### src/rtl/hdlc_rx_pkg.sv
`timescale 1ns/1ps
// Shared constants and helpers for the HDLC receiver.
// Assumes the bit-reflected, least-significant-bit-first CRC convention.
package hdlc_rx_pkg;
    localparam int OCTET     = 8;
    localparam int STUFF_RUN = 5;                 // ones before a stuffed zero
    localparam int FLAG_RUN  = STUFF_RUN + 1;     // ones inside a flag
    localparam int ABORT_RUN = STUFF_RUN + 2;     // ones that abort a frame
    localparam int CRC_W     = 32;

    localparam logic [CRC_W-1:0] POLY_NARROW = 32'h0000_8408;
    localparam logic [CRC_W-1:0] POLY_WIDE   = 32'hEDB8_8320;
    localparam logic [CRC_W-1:0] PRESET_NARROW = 32'h0000_FFFF;
    localparam logic [CRC_W-1:0] PRESET_WIDE   = 32'hFFFF_FFFF;
    localparam logic [15:0]      GOOD_NARROW   = 16'hF0B8;
    localparam logic [CRC_W-1:0] GOOD_WIDE     = 32'hDEBB_20E3;

    // Decodes the mode input; bit 0 values are reserved and do not matter.
    function automatic logic mode_is_wide(input logic [1:0] m);
        return (m == 2'b10) || (m == 2'b11);
    endfunction

    // Advances a reflected CRC register over one octet.
    function automatic logic [CRC_W-1:0] crc_octet(input logic [CRC_W-1:0] c,
                                                  input logic [OCTET-1:0] d,
                                                  input logic wide);
        logic [CRC_W-1:0] r;
        r = c;
        for (int i = 0; i < OCTET; i++) begin
            if (r[0] ^ d[i])
                r = (r >> 1) ^ (wide ? POLY_WIDE : POLY_NARROW);
            else
                r = r >> 1;
        end
        if (!wide)
            r[CRC_W-1:16] = '0;
        return r;
    endfunction
endpackage

### src/rtl/hdlc_line_decode.sv
`timescale 1ns/1ps
// Line decoder: follows the run of ones on the raw line. From that run it
// produces a strobe for each data bit (stuffed zeros are removed), a strobe
// when a flag completes and a strobe when an abort run reaches seven ones.
// Assumes one line bit for each cycle in which bit_en is high.
module hdlc_line_decode
    import hdlc_rx_pkg::*;
(
    input  logic clk,
    input  logic rst_n,
    input  logic bit_en,
    input  logic rx_bit,
    output logic data_stb,
    output logic data_bit,
    output logic flag_stb,
    output logic abort_stb
);
    localparam int RUN_W = $clog2(ABORT_RUN + 1);
    localparam logic [RUN_W-1:0] STUFF_V = RUN_W'(STUFF_RUN);
    localparam logic [RUN_W-1:0] FLAG_V  = RUN_W'(FLAG_RUN);
    localparam logic [RUN_W-1:0] ABORT_V = RUN_W'(ABORT_RUN);

    logic [RUN_W-1:0] run_q;

    // Classifies the incoming bit against the ones seen so far.
    always_comb begin
        data_stb  = 1'b0;
        data_bit  = rx_bit;
        flag_stb  = 1'b0;
        abort_stb = 1'b0;
        if (bit_en) begin
            if (rx_bit) begin
                if (run_q < STUFF_V)
                    data_stb = 1'b1;
                else if (run_q == FLAG_V)
                    abort_stb = 1'b1;
            end else begin
                if (run_q == FLAG_V)
                    flag_stb = 1'b1;
                else if (run_q < STUFF_V)
                    data_stb = 1'b1;
            end
        end
    end

    // Counts consecutive ones; the count stops at the abort length.
    always_ff @(posedge clk) begin
        if (!rst_n)
            run_q <= '0;
        else if (bit_en)
            run_q <= rx_bit ? ((run_q == ABORT_V) ? run_q : run_q + 1'b1) : '0;
    end
endmodule

### src/rtl/hdlc_octet_asm.sv
`timescale 1ns/1ps
// Octet assembler: shifts in data bits, first bit first, and flags each
// completed octet in the same cycle as its last bit. Also reports how
// many bits of the next octet it holds. Assumes clear and bit_stb never
// arrive in the same cycle.
module hdlc_octet_asm
    import hdlc_rx_pkg::*;
#(
    localparam int FILL_W = $clog2(OCTET)
) (
    input  logic              clk,
    input  logic              rst_n,
    input  logic              bit_stb,
    input  logic              bit_in,
    input  logic              clear,
    output logic              byte_stb,
    output logic [OCTET-1:0]  byte_val,
    output logic [FILL_W-1:0] fill
);
    localparam logic [FILL_W-1:0] LAST_V = FILL_W'(OCTET - 1);

    logic [OCTET-1:0]  sh_q;
    logic [FILL_W-1:0] cnt_q;

    assign byte_val = {bit_in, sh_q[OCTET-1:1]};
    assign byte_stb = bit_stb && (cnt_q == LAST_V);
    assign fill     = cnt_q;

    // Shifts data bits in and keeps the position within the octet.
    always_ff @(posedge clk) begin
        if (!rst_n) begin
            sh_q  <= '0;
            cnt_q <= '0;
        end else if (clear) begin
            cnt_q <= '0;
        end else if (bit_stb) begin
            sh_q  <= byte_val;
            cnt_q <= (cnt_q == LAST_V) ? '0 : cnt_q + 1'b1;
        end
    end
endmodule

### src/rtl/hdlc_fcs_check.sv
`timescale 1ns/1ps
// Frame check: presets the CRC register at each flag or abort and samples
// the polynomial choice at that moment. It then folds in every completed
// octet and reports whether the register holds the good residue. Assumes
// the caller reads res_ok before the restart in the same cycle takes hold.
module hdlc_fcs_check
    import hdlc_rx_pkg::*;
(
    input  logic             clk,
    input  logic             rst_n,
    input  logic             restart,
    input  logic             wide_sel,
    input  logic             byte_stb,
    input  logic [OCTET-1:0] byte_val,
    output logic             res_ok
);
    logic [CRC_W-1:0] crc_q;
    logic             wide_q;

    // Compares the register against the residue of the active width.
    always_comb begin
        if (wide_q)
            res_ok = (crc_q == GOOD_WIDE);
        else
            res_ok = (crc_q[15:0] == GOOD_NARROW);
    end

    // Presets on frame boundaries and accumulates completed octets.
    always_ff @(posedge clk) begin
        if (!rst_n) begin
            crc_q  <= PRESET_NARROW;
            wide_q <= 1'b0;
        end else if (restart) begin
            wide_q <= wide_sel;
            crc_q  <= wide_sel ? PRESET_WIDE : PRESET_NARROW;
        end else if (byte_stb) begin
            crc_q  <= crc_octet(crc_q, byte_val, wide_q);
        end
    end
endmodule

### src/rtl/hdlc_err_counter.sv
`timescale 1ns/1ps
// Saturating event counter for frames that failed the check. Assumes at
// most one increment request per cycle.
module hdlc_err_counter #(
    parameter int CNT_W = 16
) (
    input  logic             clk,
    input  logic             rst_n,
    input  logic             inc,
    output logic [CNT_W-1:0] count
);
    localparam logic [CNT_W-1:0] CNT_MAX = '1;

    // Adds one per request and stops at the top value.
    always_ff @(posedge clk) begin
        if (!rst_n)
            count <= '0;
        else if (inc && (count != CNT_MAX))
            count <= count + 1'b1;
    end

    AST_CNT_SATURATED: assert property (@(posedge clk) disable iff (!rst_n)
        (count == CNT_MAX) |=> (count == CNT_MAX));
    AST_CNT_QUIET: assert property (@(posedge clk) disable iff (!rst_n)
        !inc |=> $stable(count));
endmodule

### src/rtl/hdlc_rx_top.sv
`timescale 1ns/1ps
// HDLC frame receiver: decodes the line, assembles octets and checks the
// CRC. Octets stream out one behind the line, because one octet is held
// back so that the last one can carry the end marker. A status word and
// an optional interrupt are posted at the closing flag. Assumes crc_mode
// is stable around each flag and that bit_en is a single-cycle strobe.
module hdlc_rx_top
    import hdlc_rx_pkg::*;
#(
    parameter int CNT_W = 16
) (
    input  logic             clk,
    input  logic             rst_n,
    input  logic             bit_en,
    input  logic             rx_bit,
    input  logic [1:0]       crc_mode,
    input  logic             irq_en,
    output logic             dat_valid,
    output logic [7:0]       dat_byte,
    output logic             dat_sof,
    output logic             dat_eof,
    output logic             stat_valid,
    output logic             stat_crc_err,
    output logic             stat_abort,
    output logic             irq,
    output logic [CNT_W-1:0] crc_err_count
);
    localparam int FILL_W = $clog2(OCTET);
    // The flag's leading zero and first five ones enter the assembler.
    localparam logic [FILL_W-1:0] TAIL_FILL = FILL_W'((STUFF_RUN + 1) % OCTET);
    localparam logic [CNT_W-1:0]  CNT_MAX   = '1;

    logic              data_stb, data_bit, flag_stb, abort_stb;
    logic              byte_stb;
    logic [OCTET-1:0]  byte_val;
    logic [FILL_W-1:0] fill;
    logic              res_ok;
    logic              close_bad, err_inc;

    logic              synced_q, pend_v_q, pend_sof_q, first_q;
    logic [OCTET-1:0]  pend_q;

    hdlc_line_decode u_line (
        .clk       (clk),
        .rst_n     (rst_n),
        .bit_en    (bit_en),
        .rx_bit    (rx_bit),
        .data_stb  (data_stb),
        .data_bit  (data_bit),
        .flag_stb  (flag_stb),
        .abort_stb (abort_stb)
    );

    hdlc_octet_asm u_octet (
        .clk      (clk),
        .rst_n    (rst_n),
        .bit_stb  (data_stb),
        .bit_in   (data_bit),
        .clear    (flag_stb | abort_stb),
        .byte_stb (byte_stb),
        .byte_val (byte_val),
        .fill     (fill)
    );

    hdlc_fcs_check u_fcs (
        .clk      (clk),
        .rst_n    (rst_n),
        .restart  (flag_stb | abort_stb),
        .wide_sel (mode_is_wide(crc_mode)),
        .byte_stb (byte_stb),
        .byte_val (byte_val),
        .res_ok   (res_ok)
    );

    // Decides whether a frame that is closing failed the check or alignment.
    always_comb begin
        close_bad = !res_ok || (fill != TAIL_FILL);
        err_inc   = flag_stb && synced_q && pend_v_q && close_bad;
    end

    hdlc_err_counter #(.CNT_W(CNT_W)) u_cnt (
        .clk   (clk),
        .rst_n (rst_n),
        .inc   (err_inc),
        .count (crc_err_count)
    );

    // Frame control: sync state, held-back octet, octet and status outputs.
    always_ff @(posedge clk) begin
        if (!rst_n) begin
            synced_q     <= 1'b0;
            pend_v_q     <= 1'b0;
            pend_sof_q   <= 1'b0;
            first_q      <= 1'b0;
            pend_q       <= '0;
            dat_valid    <= 1'b0;
            dat_byte     <= '0;
            dat_sof      <= 1'b0;
            dat_eof      <= 1'b0;
            stat_valid   <= 1'b0;
            stat_crc_err <= 1'b0;
            stat_abort   <= 1'b0;
            irq          <= 1'b0;
        end else begin
            dat_valid    <= 1'b0;
            dat_sof      <= 1'b0;
            dat_eof      <= 1'b0;
            stat_valid   <= 1'b0;
            stat_crc_err <= 1'b0;
            stat_abort   <= 1'b0;
            irq          <= 1'b0;
            if (abort_stb) begin
                if (synced_q && pend_v_q) begin
                    stat_valid <= 1'b1;
                    stat_abort <= 1'b1;
                end
                synced_q <= 1'b0;
                pend_v_q <= 1'b0;
            end else if (flag_stb) begin
                if (synced_q && pend_v_q) begin
                    dat_valid    <= 1'b1;
                    dat_byte     <= pend_q;
                    dat_sof      <= pend_sof_q;
                    dat_eof      <= 1'b1;
                    stat_valid   <= 1'b1;
                    stat_crc_err <= close_bad;
                    irq          <= irq_en;
                end
                synced_q <= 1'b1;
                pend_v_q <= 1'b0;
                first_q  <= 1'b1;
            end else if (byte_stb && synced_q) begin
                if (pend_v_q) begin
                    dat_valid <= 1'b1;
                    dat_byte  <= pend_q;
                    dat_sof   <= pend_sof_q;
                end
                pend_q     <= byte_val;
                pend_sof_q <= first_q;
                first_q    <= 1'b0;
                pend_v_q   <= 1'b1;
            end
        end
    end

    AST_EOF_WITH_STATUS: assert property (@(posedge clk) disable iff (!rst_n)
        (dat_valid && dat_eof) |-> (stat_valid && !stat_abort));
    AST_IRQ_ON_CLOSE: assert property (@(posedge clk) disable iff (!rst_n)
        irq |-> (stat_valid && !stat_abort && $past(irq_en)));
    AST_ABORT_SILENT: assert property (@(posedge clk) disable iff (!rst_n)
        (stat_valid && stat_abort) |-> (!dat_valid && !irq && !stat_crc_err));
    AST_ERR_COUNTED: assert property (@(posedge clk) disable iff (!rst_n)
        (stat_valid && stat_crc_err && ($past(crc_err_count) != CNT_MAX))
        |-> (crc_err_count == $past(crc_err_count) + 1'b1));
    AST_GOOD_NO_COUNT: assert property (@(posedge clk) disable iff (!rst_n)
        (stat_valid && !stat_crc_err) |-> $stable(crc_err_count));
endmodule

### config.mk
export PLATFORM = sky130hd
export DESIGN_NAME = hdlc_rx_top
export DESIGN_NICKNAME = d
export VERILOG_FILES = /design/src/rtl/hdlc_rx_pkg.sv /design/src/rtl/hdlc_line_decode.sv /design/src/rtl/hdlc_octet_asm.sv /design/src/rtl/hdlc_fcs_check.sv /design/src/rtl/hdlc_err_counter.sv /design/src/rtl/hdlc_rx_top.sv
export SDC_FILE = /design/constraint.sdc
export NUM_CORES = 1
export LEC_CHECK = 0
export ABC_AREA = 1
export BUFFER_PORTS_ARGS = -buffer_cell sky130_fd_sc_hd__buf_2
export CAP_MARGIN = 20
export CORE_UTILIZATION = 40
export DETAILED_ROUTE_END_ITERATION = 7
export HOLD_SLACK_MARGIN = 0.12
export SYNTH_ARGS = -nofsm -noshare
export SYNTH_HDL_FRONTEND = slang
export SYNTH_SLANG_ARGS = --single-unit
### constraint.sdc
create_clock -name clk -period 2.4 [get_ports clk]
set_clock_uncertainty 0.1 [all_clocks]
set_input_delay 0.48 -clock clk [delete_from_list [all_inputs] [get_ports clk]]
set_output_delay 0.48 -clock clk [all_outputs]
set_load 0.05 [all_outputs]
==> flow_summary.json <==
{
  "tightest_slew_ns": 0.572,
  "seq_area_frac_synth": 0.343,
  "cts-root-buf": "clkbuf_16",
  "drt_iter0_drc": 266,
  "overflow": 0,
  "netlist_area_sq_um": 5200,
  "pwr-share-clk": 0.428,
  "ys_warn_count": 0,
  "worst-path-stages": 10,
  "antenna_found_initial": 0,
  "hold_violations": 0,
  "max_slew_margin": 0.618,
  "ios": 38,
  "internal-power_w": 0.00244,
  "leakage_nw": 2.65,
  "grt_pass1_vias": 4605,
  "portBuffers": 36,
  "start_util": 0.412,
  "critPathLaunchType": "register",
  "via_per_inst": 5.13,
  "synth_ff_type": "dfxtp_1",
  "die-area_sq_um": 13500,
  "diodes": 0,
  "crit_path_start": "u_fcs.wide_q",
  "drc": 0,
  "clk_path_buf_depth": 2,
  "grt_usage": 0.209,
  "r2r_end": "u_fcs.crc_q[9]",
  "crit_type": "register to register",
  "post_cts_resized": 0,
  "crit_family": "flip-flops",
  "path_buf_inv": 2,
  "rsz0062_at_grt": "no",
  "dp.final_hpwl_mm": 9.99,
  "layout-drive-gt1-share": 0.173,
  "grt_max_degree": 50,
  "period_needed_ns": 2.28,
  "critPathSlowestCell": "dfxtp_1",
  "syn_avg_cell_area_sq_um": 6.91,
  "cts_tree": "done",
  "p_seq_frac": 0.449,
  "postCtsHoldBufs": 0,
  "die_h_microns": 116,
  "timing.final.crit_share": 0.951,
  "synth.distinct_cells": 42,
  "core.rowCount": 41,
  "cts_sinks": 89,
  "gp_congestion": 0.874,
  "fillerInstances": 1349,
  "area_delta_synth_final_pct": 12.8,
  "cap_violations": 0,
  "p_comb_frac": 0.123,
  "route.detailed.wl_per_inst_microns": 13.7,
  "cpPeakStageDelay_ns": 0.68,
  "reg2reg_depth": 10,
  "die_w_microns": 116,
  "grt_pass1_wl_mm": 21.9,
  "wl_mm": 13.2,
  "min_path_type": "input pin to register",
  "power_switching_w": 0.000906,
  "power.density_nw_per_um2": 571,
  "ys_top_cells_by_count": "nand2_1 (187), dfxtp_1 (89), nand3_1 (69), o21ai_0 (58), inv_1 (54)",
  "synth_edf_count": 0,
  "cts_setup_buffers": 0,
  "arrival_ns": 2.39,
  "finalSetupViolations": 0,
  "required_ns": 2.51,
  "final_max_slew_viol_count": 0,
  "postLayoutCoreUtil": 0.464,
  "cts_buffers": 9,
  "tns_ns": 0,
  "synth_most_common_cell": "nand2_1",
  "power_w": 0.00335,
  "cts_max_level": 3,
  "cp_cell_sequence": "buf_4, nand2_4, nand2_2, nand2_2, nand2_4, inv_2, nand2_1, a21oi_1, o21ai_0, nand3_1",
  "r2r-start": "u_fcs.wide_q",
  "synth_top_cell_area_share": 0.343,
  "status": "finished clean",
  "async_reset_ff_frac": 0,
  "core_area_sq_um": 12600,
  "clkLatencyLatePin_ns": 0.34,
  "endpoint_kind": "register",
  "nets": 803,
  "synth_top_area_cell": "dfxtp_1",
  "swShare": 0.271,
  "max_freq_mhz": 438,
  "r2r_setup_slack_ns": 0.12,
  "clkTransAtPathRegs_ns": 0.07,
  "ir_worst_vdd_mv": 0.308,
  "crit_fanout": 10,
  "syn_inst": 752,
  "synth_area_leaders": "dfxtp_1 (34%), nand2_1 (14%), nand3_1 (6.6%)",
  "antenna_left": 0,
  "synth_nets": 766,
  "multiInputGateArea_sq_um": 3000,
  "drt_pre_antenna_iters": 5,
  "vias": 4955,
  "seqCellArea_sq_um": 1780,
  "ys_ff_latch": 89,
  "crit_end": "u_fcs.crc_q[9]"
}
[worst reg2reg max path, stage by stage (launching register included)]
cell and delay, ns:
dfxtp_1 0.68, buf_4 0.30, nand2_4 0.10, nand2_2 0.07
nand2_2 0.07, nand2_4 0.15, inv_2 0.08, nand2_1 0.13
a21oi_1 0.08, o21ai_0 0.27, nand3_1 0.11
[cell type report]
cell class / instances / area share
clock buffer: 9 / 0.0384
clock inverter: 7 / 0.0128
inverter: 68 / 0.0440
multi-input combinational: 568 / 0.511
sequential: 89 / 0.304
tap: 172 / 0.0367
timing repair buffer: 53 / 0.0525
[kinds of logic (layout without fill, tap and decap cells)]
group | after synthesis | in the layout | share of synthesized area
adders and majority gates | 7 | 7 | 0.0169
xor gates and xnor gates | 44 | 44 | 0.0742
buffers and inverters | 95 | 137 | 0.0804
DFF | 89 | 89 | 0.343
AOI/OAI and AO/OA | 135 | 135 | 0.146
and+or+nand+nor | 382 | 382 | 0.340
[routing by layer]
metal,wire length [microns],GRT usage
met1,6130,0.267
met3,541,0.0350
met4,333,0.0940
met2,6240,0.347
met5,0,0
[worst min path at each step]
stage                          startpoint         endpoint  slack [ns]  depth (start not counted)
after floorplan                   first_q       pend_sof_q        0.33                          2
after global placement     u_fcs.crc_q[9]   u_fcs.crc_q[9]        0.36                          2
after detailed placement  u_fcs.crc_q[16]  u_fcs.crc_q[16]        0.36                          2
after CTS                          irq_en              irq        0.28                          2
after global routing               irq_en              irq        0.29                          2
final                              irq_en              irq        0.29                          2
[stage by stage]
step / hold WS (ns) / cells / cell area (sq um) / setup slack (ns)
after global placement: 0.357 / 950 / 5560 / 0.126
after floorplan: 0.330 / 752 / 5200 / 0.184
after global routing: 0.291 / 966 / 5860 / 0.0114
final: 0.294 / 966 / 5860 / 0.119
after detailed placement: 0.359 / 950 / 5560 / 0.120
after CTS: 0.284 / 966 / 5860 / 0.189
[cell usage in the layout, fill, tap and decap left out, drive strengths merged]
master and n:
xnor2 16, or2 1, a31oi 2, nand3 70, inv 71, a22oi 1, o22ai 1, o211ai 4
a21boi 2, clkbuf 9, clkinv 3, nor4 6, nor3b 2, xor2 28, ha 7, nand4 11
nor3 4, bufinv 1, nor2 60, a211oi 1, nand2 220, o21ai 63, o21bai 1, nand3b 8
dfxtp 89, a21oi 58, o211a 2, buf 53
[registers in the layout, summed over array words and instances, names as in the netlist, 3 cells and up]
| name | flops |
|---|---|
| u_fcs.crc_q | 32 |
| dat_byte | 8 |
| pend_q | 8 |
| u_octet.fill | 3 |
| u_octet.sh_q | 7 |
| u_cnt.count | 16 |
| u_line.run_q | 3 |
[power by group through the flow]
stage,Sequential (W),Combinational [W],Clock (W)
after global placement,0.00154,0.000400,0
final,0.00150,0.000412,0.00143
after floorplan,0.00153,0.000317,0
after detailed placement,0.00154,0.000408,0
after global routing,0.00150,0.000461,0.00152
after CTS,0.00150,0.000411,0.00146
Power figures use the tool's default switching activity.
